[src/rtl/ac_in_pkg.sv]
package ac_in_pkg;
  localparam int SLOT_W     = 20;
  localparam int TAG_W      = 16;
  localparam int NUM_DSLOTS = 12;
  localparam int FRAME_W    = TAG_W + SLOT_W * NUM_DSLOTS;
  localparam int CNT_W      = $clog2(FRAME_W);

  typedef enum logic [1:0] {
    PAIR_3_4   = 2'd0,
    PAIR_6_9   = 2'd1,
    PAIR_7_8   = 2'd2,
    PAIR_10_11 = 2'd3
  } pair_e;

  function automatic int left_slot(pair_e p);
    case (p)
      PAIR_3_4:   return 3;
      PAIR_6_9:   return 6;
      PAIR_7_8:   return 7;
      default:    return 10;
    endcase
  endfunction

  function automatic int right_slot(pair_e p);
    case (p)
      PAIR_3_4:   return 4;
      PAIR_6_9:   return 9;
      PAIR_7_8:   return 8;
      default:    return 11;
    endcase
  endfunction
endpackage

[src/rtl/ac_in_capture.sv]
module ac_in_capture #(
  parameter int SAMPLE_W = 20,
  parameter int ADDR_W   = 8,
  parameter int DATA_W   = 16
) (
  input  logic                clk,
  input  logic                rst,
  input  logic                load,
  input  logic                adc_valid,
  input  logic [SAMPLE_W-1:0] adc_left,
  input  logic [SAMPLE_W-1:0] adc_right,
  input  logic                stat_req,
  input  logic [ADDR_W-1:0]   stat_addr,
  input  logic [DATA_W-1:0]   stat_data,
  output logic                adc_pend,
  output logic [SAMPLE_W-1:0] left_q,
  output logic [SAMPLE_W-1:0] right_q,
  output logic                stat_pend,
  output logic [ADDR_W-1:0]   addr_q,
  output logic [DATA_W-1:0]   data_q
);
  // Pending flags: a new strobe wins over the consume on the load edge,
  // so a strobe arriving at frame start waits for the following frame.
  always_ff @(posedge clk) begin
    if (rst) begin
      adc_pend  <= 1'b0;
      stat_pend <= 1'b0;
    end else begin
      if (adc_valid)   adc_pend <= 1'b1;
      else if (load)   adc_pend <= 1'b0;
      if (stat_req)    stat_pend <= 1'b1;
      else if (load)   stat_pend <= 1'b0;
    end
  end

  // Payload registers need no reset; the pending flags qualify them.
  always_ff @(posedge clk) begin
    if (adc_valid) begin
      left_q  <= adc_left;
      right_q <= adc_right;
    end
    if (stat_req) begin
      addr_q <= stat_addr;
      data_q <= stat_data;
    end
  end

  p_stat_hold_r5: assert property (@(posedge clk) disable iff (rst)
    (stat_pend && !load && !stat_req) |=> (stat_pend && $stable(addr_q) && $stable(data_q)));
  p_stat_clear_r5: assert property (@(posedge clk) disable iff (rst)
    (load && !stat_req) |=> !stat_pend);
  p_adc_clear_r7: assert property (@(posedge clk) disable iff (rst)
    (load && !adc_valid) |=> !adc_pend);
endmodule

[src/rtl/ac_in_frame_build.sv]
module ac_in_frame_build
  import ac_in_pkg::*;
#(
  parameter int SAMPLE_W = 20,
  parameter int ADDR_W   = 8,
  parameter int DATA_W   = 16,
  parameter int GPIO_W   = 16
) (
  input  logic                clk,
  input  logic                rst,
  input  pair_e               pair,
  input  logic                adc_pend,
  input  logic [SAMPLE_W-1:0] left_q,
  input  logic [SAMPLE_W-1:0] right_q,
  input  logic                stat_pend,
  input  logic [ADDR_W-1:0]   addr_q,
  input  logic [DATA_W-1:0]   data_q,
  input  logic [GPIO_W-1:0]   gpio,
  output logic [FRAME_W-1:0]  frame
);
  logic [TAG_W-1:0] tag;
  logic [7:0]       adc_tags;

  for (genvar s = 1; s <= NUM_DSLOTS; s++) begin : g_slot
    localparam int TOP = FRAME_W - 1 - TAG_W - SLOT_W * (s - 1);
    logic [SLOT_W-1:0] val;
    logic              ok;

    if (s == 1) begin : g_addr
      always_comb begin
        val = '0;
        val[SLOT_W-1 -: ADDR_W] = addr_q;
        if (!stat_pend) val = '0;
        ok = stat_pend;
      end
    end else if (s == 2) begin : g_data
      always_comb begin
        val = '0;
        val[SLOT_W-1 -: DATA_W] = data_q;
        if (!stat_pend) val = '0;
        ok = stat_pend;
      end
    end else if (s == NUM_DSLOTS) begin : g_gpio
      always_comb begin
        val = '0;
        val[SLOT_W-1 -: GPIO_W] = gpio;
        ok = 1'b1;
      end
    end else begin : g_adc
      always_comb begin
        val = '0;
        ok  = 1'b0;
        if (adc_pend && s == left_slot(pair)) begin
          val[SLOT_W-1 -: SAMPLE_W] = left_q;
          ok = 1'b1;
        end else if (adc_pend && s == right_slot(pair)) begin
          val[SLOT_W-1 -: SAMPLE_W] = right_q;
          ok = 1'b1;
        end
      end
    end

    assign frame[TOP -: SLOT_W] = val;
    assign tag[TAG_W-1-s]       = ok;
  end

  assign tag[TAG_W-1] = |tag[TAG_W-2 -: NUM_DSLOTS];
  assign tag[2:0]     = 3'b000;
  assign frame[FRAME_W-1 -: TAG_W] = tag;

  // ADC-capable slots: 3,4 (tag 12,11) and 6..11 (tag 9..4)
  assign adc_tags = {tag[12], tag[11], tag[9:4]};

  p_adc_pair_r7: assert property (@(posedge clk) disable iff (rst)
    ($countones(adc_tags) == 0) || ($countones(adc_tags) == 2));
endmodule

[src/rtl/ac_in_shifter.sv]
module ac_in_shifter
  import ac_in_pkg::*;
(
  input  logic               clk,
  input  logic               rst,
  input  logic               sync,
  input  logic [FRAME_W-1:0] frame,
  output logic               load,
  output logic               sdata_out
);
  logic               sync_d;
  logic               busy;
  logic [CNT_W-1:0]   cnt;
  logic [FRAME_W-1:0] sr;

  assign load = sync && !sync_d;

  always_ff @(posedge clk) begin
    if (rst) begin
      sync_d    <= 1'b0;
      busy      <= 1'b0;
      cnt       <= '0;
      sdata_out <= 1'b0;
    end else begin
      sync_d <= sync;
      if (load) begin
        busy      <= 1'b1;
        cnt       <= '0;
        sdata_out <= 1'b0;
      end else if (busy) begin
        sdata_out <= sr[FRAME_W-1];
        cnt       <= cnt + 1'b1;
        if (cnt == CNT_W'(FRAME_W - 1)) busy <= 1'b0;
      end else begin
        sdata_out <= 1'b0;
      end
    end
  end

  always_ff @(posedge clk) begin
    if (load)      sr <= frame;
    else if (busy) sr <= {sr[FRAME_W-2:0], 1'b0};
  end

  p_start_r2: assert property (@(posedge clk) disable iff (rst)
    load |=> (busy && cnt == '0 && !sdata_out));
  p_frame_len_r2: assert property (@(posedge clk) disable iff (rst)
    (busy && cnt == CNT_W'(FRAME_W - 1) && !load) |=> !busy);
endmodule

[src/rtl/ac_link_in_framer.sv]
module ac_link_in_framer
  import ac_in_pkg::*;
#(
  parameter int SAMPLE_W = 20,
  parameter int ADDR_W   = 8,
  parameter int DATA_W   = 16,
  parameter int GPIO_W   = 16
) (
  input  logic                clk,
  input  logic                rst,
  input  logic                sync,
  input  logic [1:0]          slot_sel,
  input  logic                adc_valid,
  input  logic [SAMPLE_W-1:0] adc_left,
  input  logic [SAMPLE_W-1:0] adc_right,
  input  logic                stat_req,
  input  logic [ADDR_W-1:0]   stat_addr,
  input  logic [DATA_W-1:0]   stat_data,
  input  logic [GPIO_W-1:0]   gpio_in,
  output logic                sdata_out
);
  logic                load;
  logic                adc_pend, stat_pend;
  logic [SAMPLE_W-1:0] left_q, right_q;
  logic [ADDR_W-1:0]   addr_q;
  logic [DATA_W-1:0]   data_q;
  logic [FRAME_W-1:0]  frame;

  u_capture_width_check: assert final (SAMPLE_W <= SLOT_W && ADDR_W <= SLOT_W &&
                                       DATA_W <= SLOT_W && GPIO_W <= SLOT_W);

  ac_in_capture #(.SAMPLE_W(SAMPLE_W), .ADDR_W(ADDR_W), .DATA_W(DATA_W)) u_capture (
    .clk(clk), .rst(rst), .load(load),
    .adc_valid(adc_valid), .adc_left(adc_left), .adc_right(adc_right),
    .stat_req(stat_req), .stat_addr(stat_addr), .stat_data(stat_data),
    .adc_pend(adc_pend), .left_q(left_q), .right_q(right_q),
    .stat_pend(stat_pend), .addr_q(addr_q), .data_q(data_q)
  );

  ac_in_frame_build #(.SAMPLE_W(SAMPLE_W), .ADDR_W(ADDR_W), .DATA_W(DATA_W),
                      .GPIO_W(GPIO_W)) u_build (
    .clk(clk), .rst(rst), .pair(pair_e'(slot_sel)),
    .adc_pend(adc_pend), .left_q(left_q), .right_q(right_q),
    .stat_pend(stat_pend), .addr_q(addr_q), .data_q(data_q),
    .gpio(gpio_in), .frame(frame)
  );

  ac_in_shifter u_shift (
    .clk(clk), .rst(rst), .sync(sync), .frame(frame),
    .load(load), .sdata_out(sdata_out)
  );
endmodule

[config.mk]
export PLATFORM = sky130hd
export DESIGN_NAME = ac_link_in_framer
export DESIGN_NICKNAME = d
export VERILOG_FILES = /design/src/rtl/ac_in_pkg.sv /design/src/rtl/ac_in_capture.sv /design/src/rtl/ac_in_frame_build.sv /design/src/rtl/ac_in_shifter.sv /design/src/rtl/ac_link_in_framer.sv
export SDC_FILE = /design/constraint.sdc
export NUM_CORES = 1
export LEC_CHECK = 0
export BUFFER_PORTS_ARGS = -buffer_cell sky130_fd_sc_hd__buf_2
export CAP_MARGIN = 20
export CORE_MARGIN = 4
export CORE_UTILIZATION = 49
export CTS_CLUSTER_SIZE = 8
export DETAILED_ROUTE_END_ITERATION = 10
export PLACE_DENSITY = 0.65
export SLEW_MARGIN = 20
export SYNTH_ARGS = -nofsm -noshare
export SYNTH_HDL_FRONTEND = slang
export SYNTH_SLANG_ARGS = --single-unit
export TNS_END_PERCENT = 30
[constraint.sdc]
create_clock -name clk -period 11.8 [get_ports clk]
set_clock_uncertainty 0.2 [all_clocks]
set_input_delay 2.36 -clock clk [delete_from_list [all_inputs] [get_ports clk]]
set_output_delay 2.36 -clock clk [all_outputs]
set_load 0.01 [all_outputs]
### Word-level counts from Yosys, hierarchy flattened

Index checks and enable logic that the tools add are counted.

* input port bits: 87
* output and inout port bits: 1
* register bits after elaboration: 329
* logic and storage cells: 118

* bitwise logic cells: 1
* muxes and demuxes: 57
* add/sub/neg operators: 1
* equal/unequal tests: 21
* reductions and logical operators: 26

Operator list (number)
* two-way mux 255 bit: 2
* two-way mux 20 bit: 20
* two-way mux 32 bit: 9
* == test 4 x 32 -> 1 bit, first input constant: 4
* == test 5 x 32 -> 1 bit, first input constant: 4
* == test 3 x 32 -> 1 bit, first input constant: 1
* two-way mux 1 bit: 24
* case mux 4 bit (3 select lines): 2
* logical AND 1 bit: 19
* == test 3 x 4 -> 1 bit, first input constant: 4
* == test 4 bit, first input constant: 4
* adder 8 x 1 -> 8 bit, second input constant: 1
* == test 8 bit, second input constant: 1
* nonzero test 2 bit: 3
* == test 2 x 4 -> 1 bit, first input constant: 1
* OR reduction 3 bit: 1
* == test 2 x 1 -> 1 bit, second input constant: 1
* == test 2 bit, second input constant: 1
* zero test 2 bit: 1
* OR reduction 2 bit: 1
* zero test 1 bit: 1
* NOT 1 bit: 1

### Depth between registers and ports, before layout

* word-level depth: 10
* gate-level depth with buffers: 5

### Cells and area by module

From an unflattened synthesis, not the netlist that was laid out.

* cell total of the unflattened synthesis: 1523
* area, all modules: 16032.9 um2

Modules (own cells, without submodules)
* ac_in_shifter: cells each 1129, seq. area each 7907.6 um2, area an instance 11367.2 um2, times used 1
* ac_in_frame_build: cells each 322, seq. area each 0.0 um2, area an instance 2673.8 um2, times used 1
* ac_in_capture: cells each 72, seq. area each 1961.9 um2, area an instance 1991.9 um2, times used 1

### Least setup slack after synthesis

No wires, ideal clock.

* kind: input to register
* start: input sync
* end: register u_shift.sr[100] (enable)
* arrival time: 8233 ps
* required time: 10947 ps
* setup slack: 2714 ps
* cell stages on the path: 3
* library setup time: 653 ps
* cell sequence: nand2b_4 buf_2 nand2b_1

* word-level cells in the longest chain between the ends: 2

Ends and longest elaborated chain
* from (decl): RTL line ac_link_in_framer.sv:11 `input logic sync,`
* logical AND 1 bit: RTL line ac_in_shifter.sv:16 `assign load = sync && !sync_d;`
* nonzero test 2 bit (no line)
* to (signal assigned): RTL line ac_in_shifter.sv:41 `if (load) sr <= frame;`
* to (signal assigned): RTL line ac_in_shifter.sv:42 `else if (busy) sr <= {sr[FRAME_W-2:0], 1'b0};`
* to (decl): RTL line ac_in_shifter.sv:14 `logic [FRAME_W-1:0] sr;`

Every way passes these cells.
A chain may end at the register's enable or synchronous reset.

### Worst setup path after layout

* start: input sync
* end: register u_shift.sr[123], data pin

* word-level cells in the longest chain between the ends: 2

Ends and longest elaborated chain (RTL line)
* logical AND 1 bit: ac_in_shifter.sv:16
* two-way mux 255 bit: ac_in_shifter.sv:41

Every way passes these cells.

==> results.tsv <==
stage	metric	value	unit
global_routing	grt_util_all_layers	0.160	
yosys	synth-simple-area-share	0.0387	
yosys	synth_warnings	0	
critical_path	required	12.00	ns
critical_path	crit_path_top_delay_cell	buf_4	
place	dp_hpwl	12000	um
timing	worst_slew_pin_slew	1.04	ns
drt	wl_per_cell	20.2	um
critical_path	r2r_cells	5	
floorplan	die_area	28100	sq um
power_and_ir_drop	total_power	2.78	mW
yosys	synth_fp_nets	777	
drt	routed_wl	22900	um
hold_path	hold_class	reg2reg	
yosys	synth_ff_type	edfxtp_1	
yosys	syn_area_per_cell	18.1	sq um
yosys	synth-compound-area-share	0.153	
critical_path	crit_path_cell_trace	buf_2 > nand2b_4 > and2_4 > buf_6 > buf_4 > a22o_2	
cells_and_area	final_cells	1134	
floorplan	num_rows	58	
clock_network	cts_buffer_depth	3	
global_routing	antenna_found_initial	2	
critical_path	arrival	5.12	ns
floorplan	chipWidth	168	um
yosys	netlist_area	12500	sq um
clock_network	clock-sinks	329	
hold_path	hold_depth	2	
yosys	muxShareOfSynthArea	0.00481	
global_routing	grt_pass1_wl	36700	um
floorplan	io_pins	88	
floorplan	start_util	0.498	
clock_network	cts-htree-levels	2	
floorplan	die_h	168	um
clock_network	cts_tree	built	
power_and_ir_drop	vdd_drop_max	130	uV
cells_and_area	drive_above_1_share	0.240	
yosys	ys_ff_latch	329	
drt	drc	0	
cells_and_area	syn_to_final_growth	15.8	%
place	gp_congestion	0.782	
run	maxCapViolCount	0	
yosys	synthAdderAreaFrac	0.00100	
drt	vias_per_cell	5.85	
clock_network	clkTransAtPathRegs	0.05	ns
cells_and_area	final_nets	868	
yosys	synth-edff-count	311	
clock_network	cts_repair_resize_count	0	
yosys	async_flop_share	0	
clock_network	cts_buffers	47	
drt	ant_nets	0	
yosys	synth_top_family_by_area	compound AO/OA/AOI/OAI gates	
timing	rsz0062_at_grt	no	
clock_network	holdBufCountCts	0	
timing	fmax	203	MHz
status	status	completed	
timing	max_slew_margin	0.309	
timing	min_period	4.92	ns
yosys	syn_inst	689	
timing	finalSetupViolCount	0	
critical_path	critPathCaptureType	register	
yosys	yosysUniqueCellTypes	33	
cells_and_area	final_common_cell	edfxtp_1	
critical_path	worst_setup_path_start_kind	input port	
clock_network	cts_setup_buffers	0	
drt	drt_iter0_drc	482	
cells_and_area	layout_common_cells	311 x edfxtp_1, 164 x a22o_1, 87 x buf_2	
drt	drtPass1Iterations	5	
global_routing	grt-ovfl-total	0	
critical_path	critPathMaxFanout	110	
timing	setup_tns	0	ns
place	placed_cells	1061	
yosys	seq_area_frac_synth	0.776	
global_routing	grt_max_degree	111	
timing	drv_slew	0	
power_and_ir_drop	p_per_area	192	nW/um^2
timing	finalHoldViolCount	0	
power_and_ir_drop	p_leak	5.52	nW
timing	fin_crit_sh	0.417	
global_routing	grt_pass1_vias	6712	
drt	vias	6631	
clock_network	clk_latency	0.54	ns
critical_path	path_class	in2reg	
clock_network	cts-root-buf	clkbuf_16	
floorplan	core_area	25100	sq um
yosys	synthXorXnorAreaFrac	0.00280	
critical_path	critPathMaxStageDelay	0.80	ns
place	port_buffers	87	
## synth_stat cells (all sizes together), types with 3 or more instances
master	n	area, sq um
a21o	10	77.6
a21oi	6	30.0
a22o	199	1790
and2	3	18.8
and3	38	238
buf	42	239
clkbuf	12	46.3
dfxtp	18	360
edfxtp	311	9340
mux2i	6	60.1
nand2	5	18.8
nand3	3	15.0
nand4	4	25.0
nor2	10	37.5
o21ai	4	20.0
or3	3	18.8
xor2	3	26.3
## final timing paths
kind                    from               to  slack [ns]
max                     sync  u_shift.sr[123]        6.88
min reg2reg  u_shift.sr[243]  u_shift.sr[243]        0.28
max reg2reg   u_shift.sync_d  u_shift.sr[123]        8.42
min          u_shift.sr[243]  u_shift.sr[243]        0.28
## layout make-up
class	instances	area [sq um]
timing repair buffer	96	514
fill	1947	10600
tap	330	413
clock buffer	68	1250
antenna	1	2.50
inverter	2	7.51
sequential	329	9700
clock inverter	4	61.3
multi-input combinational	304	2520
## worst max-delay path, delay by kind of cell
kind / cells / cell delay, ns
AOI/OAI and AO/OA: 1 / 0.29
buffers and inverters: 3 / 1.52
and+or+nand+nor: 2 / 0.76
## stage by stage
stage | setup slack (ns) | area (sq um) | hold slack (ns) | util
5_1_grt | 6.74 | 14500 | 0.305 | 0.576
6_report | 6.88 | 14500 | 0.279 | 0.576
3_3_place_gp | 6.30 | 13100 | 0.255 | 0.523
4_1_cts | 6.71 | 14500 | 0.281 | 0.576
3_5_place_dp | 6.18 | 13100 | 0.264 | 0.523
2_1_floorplan | 2.71 | 12500 | 0.233 | -
## logic make-up after synthesis
kind of cell	after synthesis
mux	6
fa+ha+maj	1
simple gates	74
flops	329
xor+xnor	4
compound gates	219
buf+inv	56
## layer usage
metal	global-route usage	up-vias	part of all wire
li1	-	3032	-
met1	0.232	3358	0.46
met2	0.241	193	0.46
met3	0.0368	46	0.054
met4	0.0558	2	0.021
met5	0	-	0.00035
## where the power goes
part | internal (mW) | switching [mW]
logic | 0.0484 | 0.0781
clock network | 0.731 | 0.475
registers | 1.40 | 0.0436
## state kept, by name, indices dropped and copies added, names as in the netlist
name	cells
u_capture.addr_q	8
u_capture.left_q	20
u_capture.right_q	20
u_shift.busy	1
u_shift.sdata_out	1
u_shift.sync_d	1
u_shift.sr	252
u_capture.stat_pend	1
u_capture.adc_pend	1
u_capture.data_q	16
u_shift.cnt	8
No activity file was read; power rests on OpenSTA's default activity.
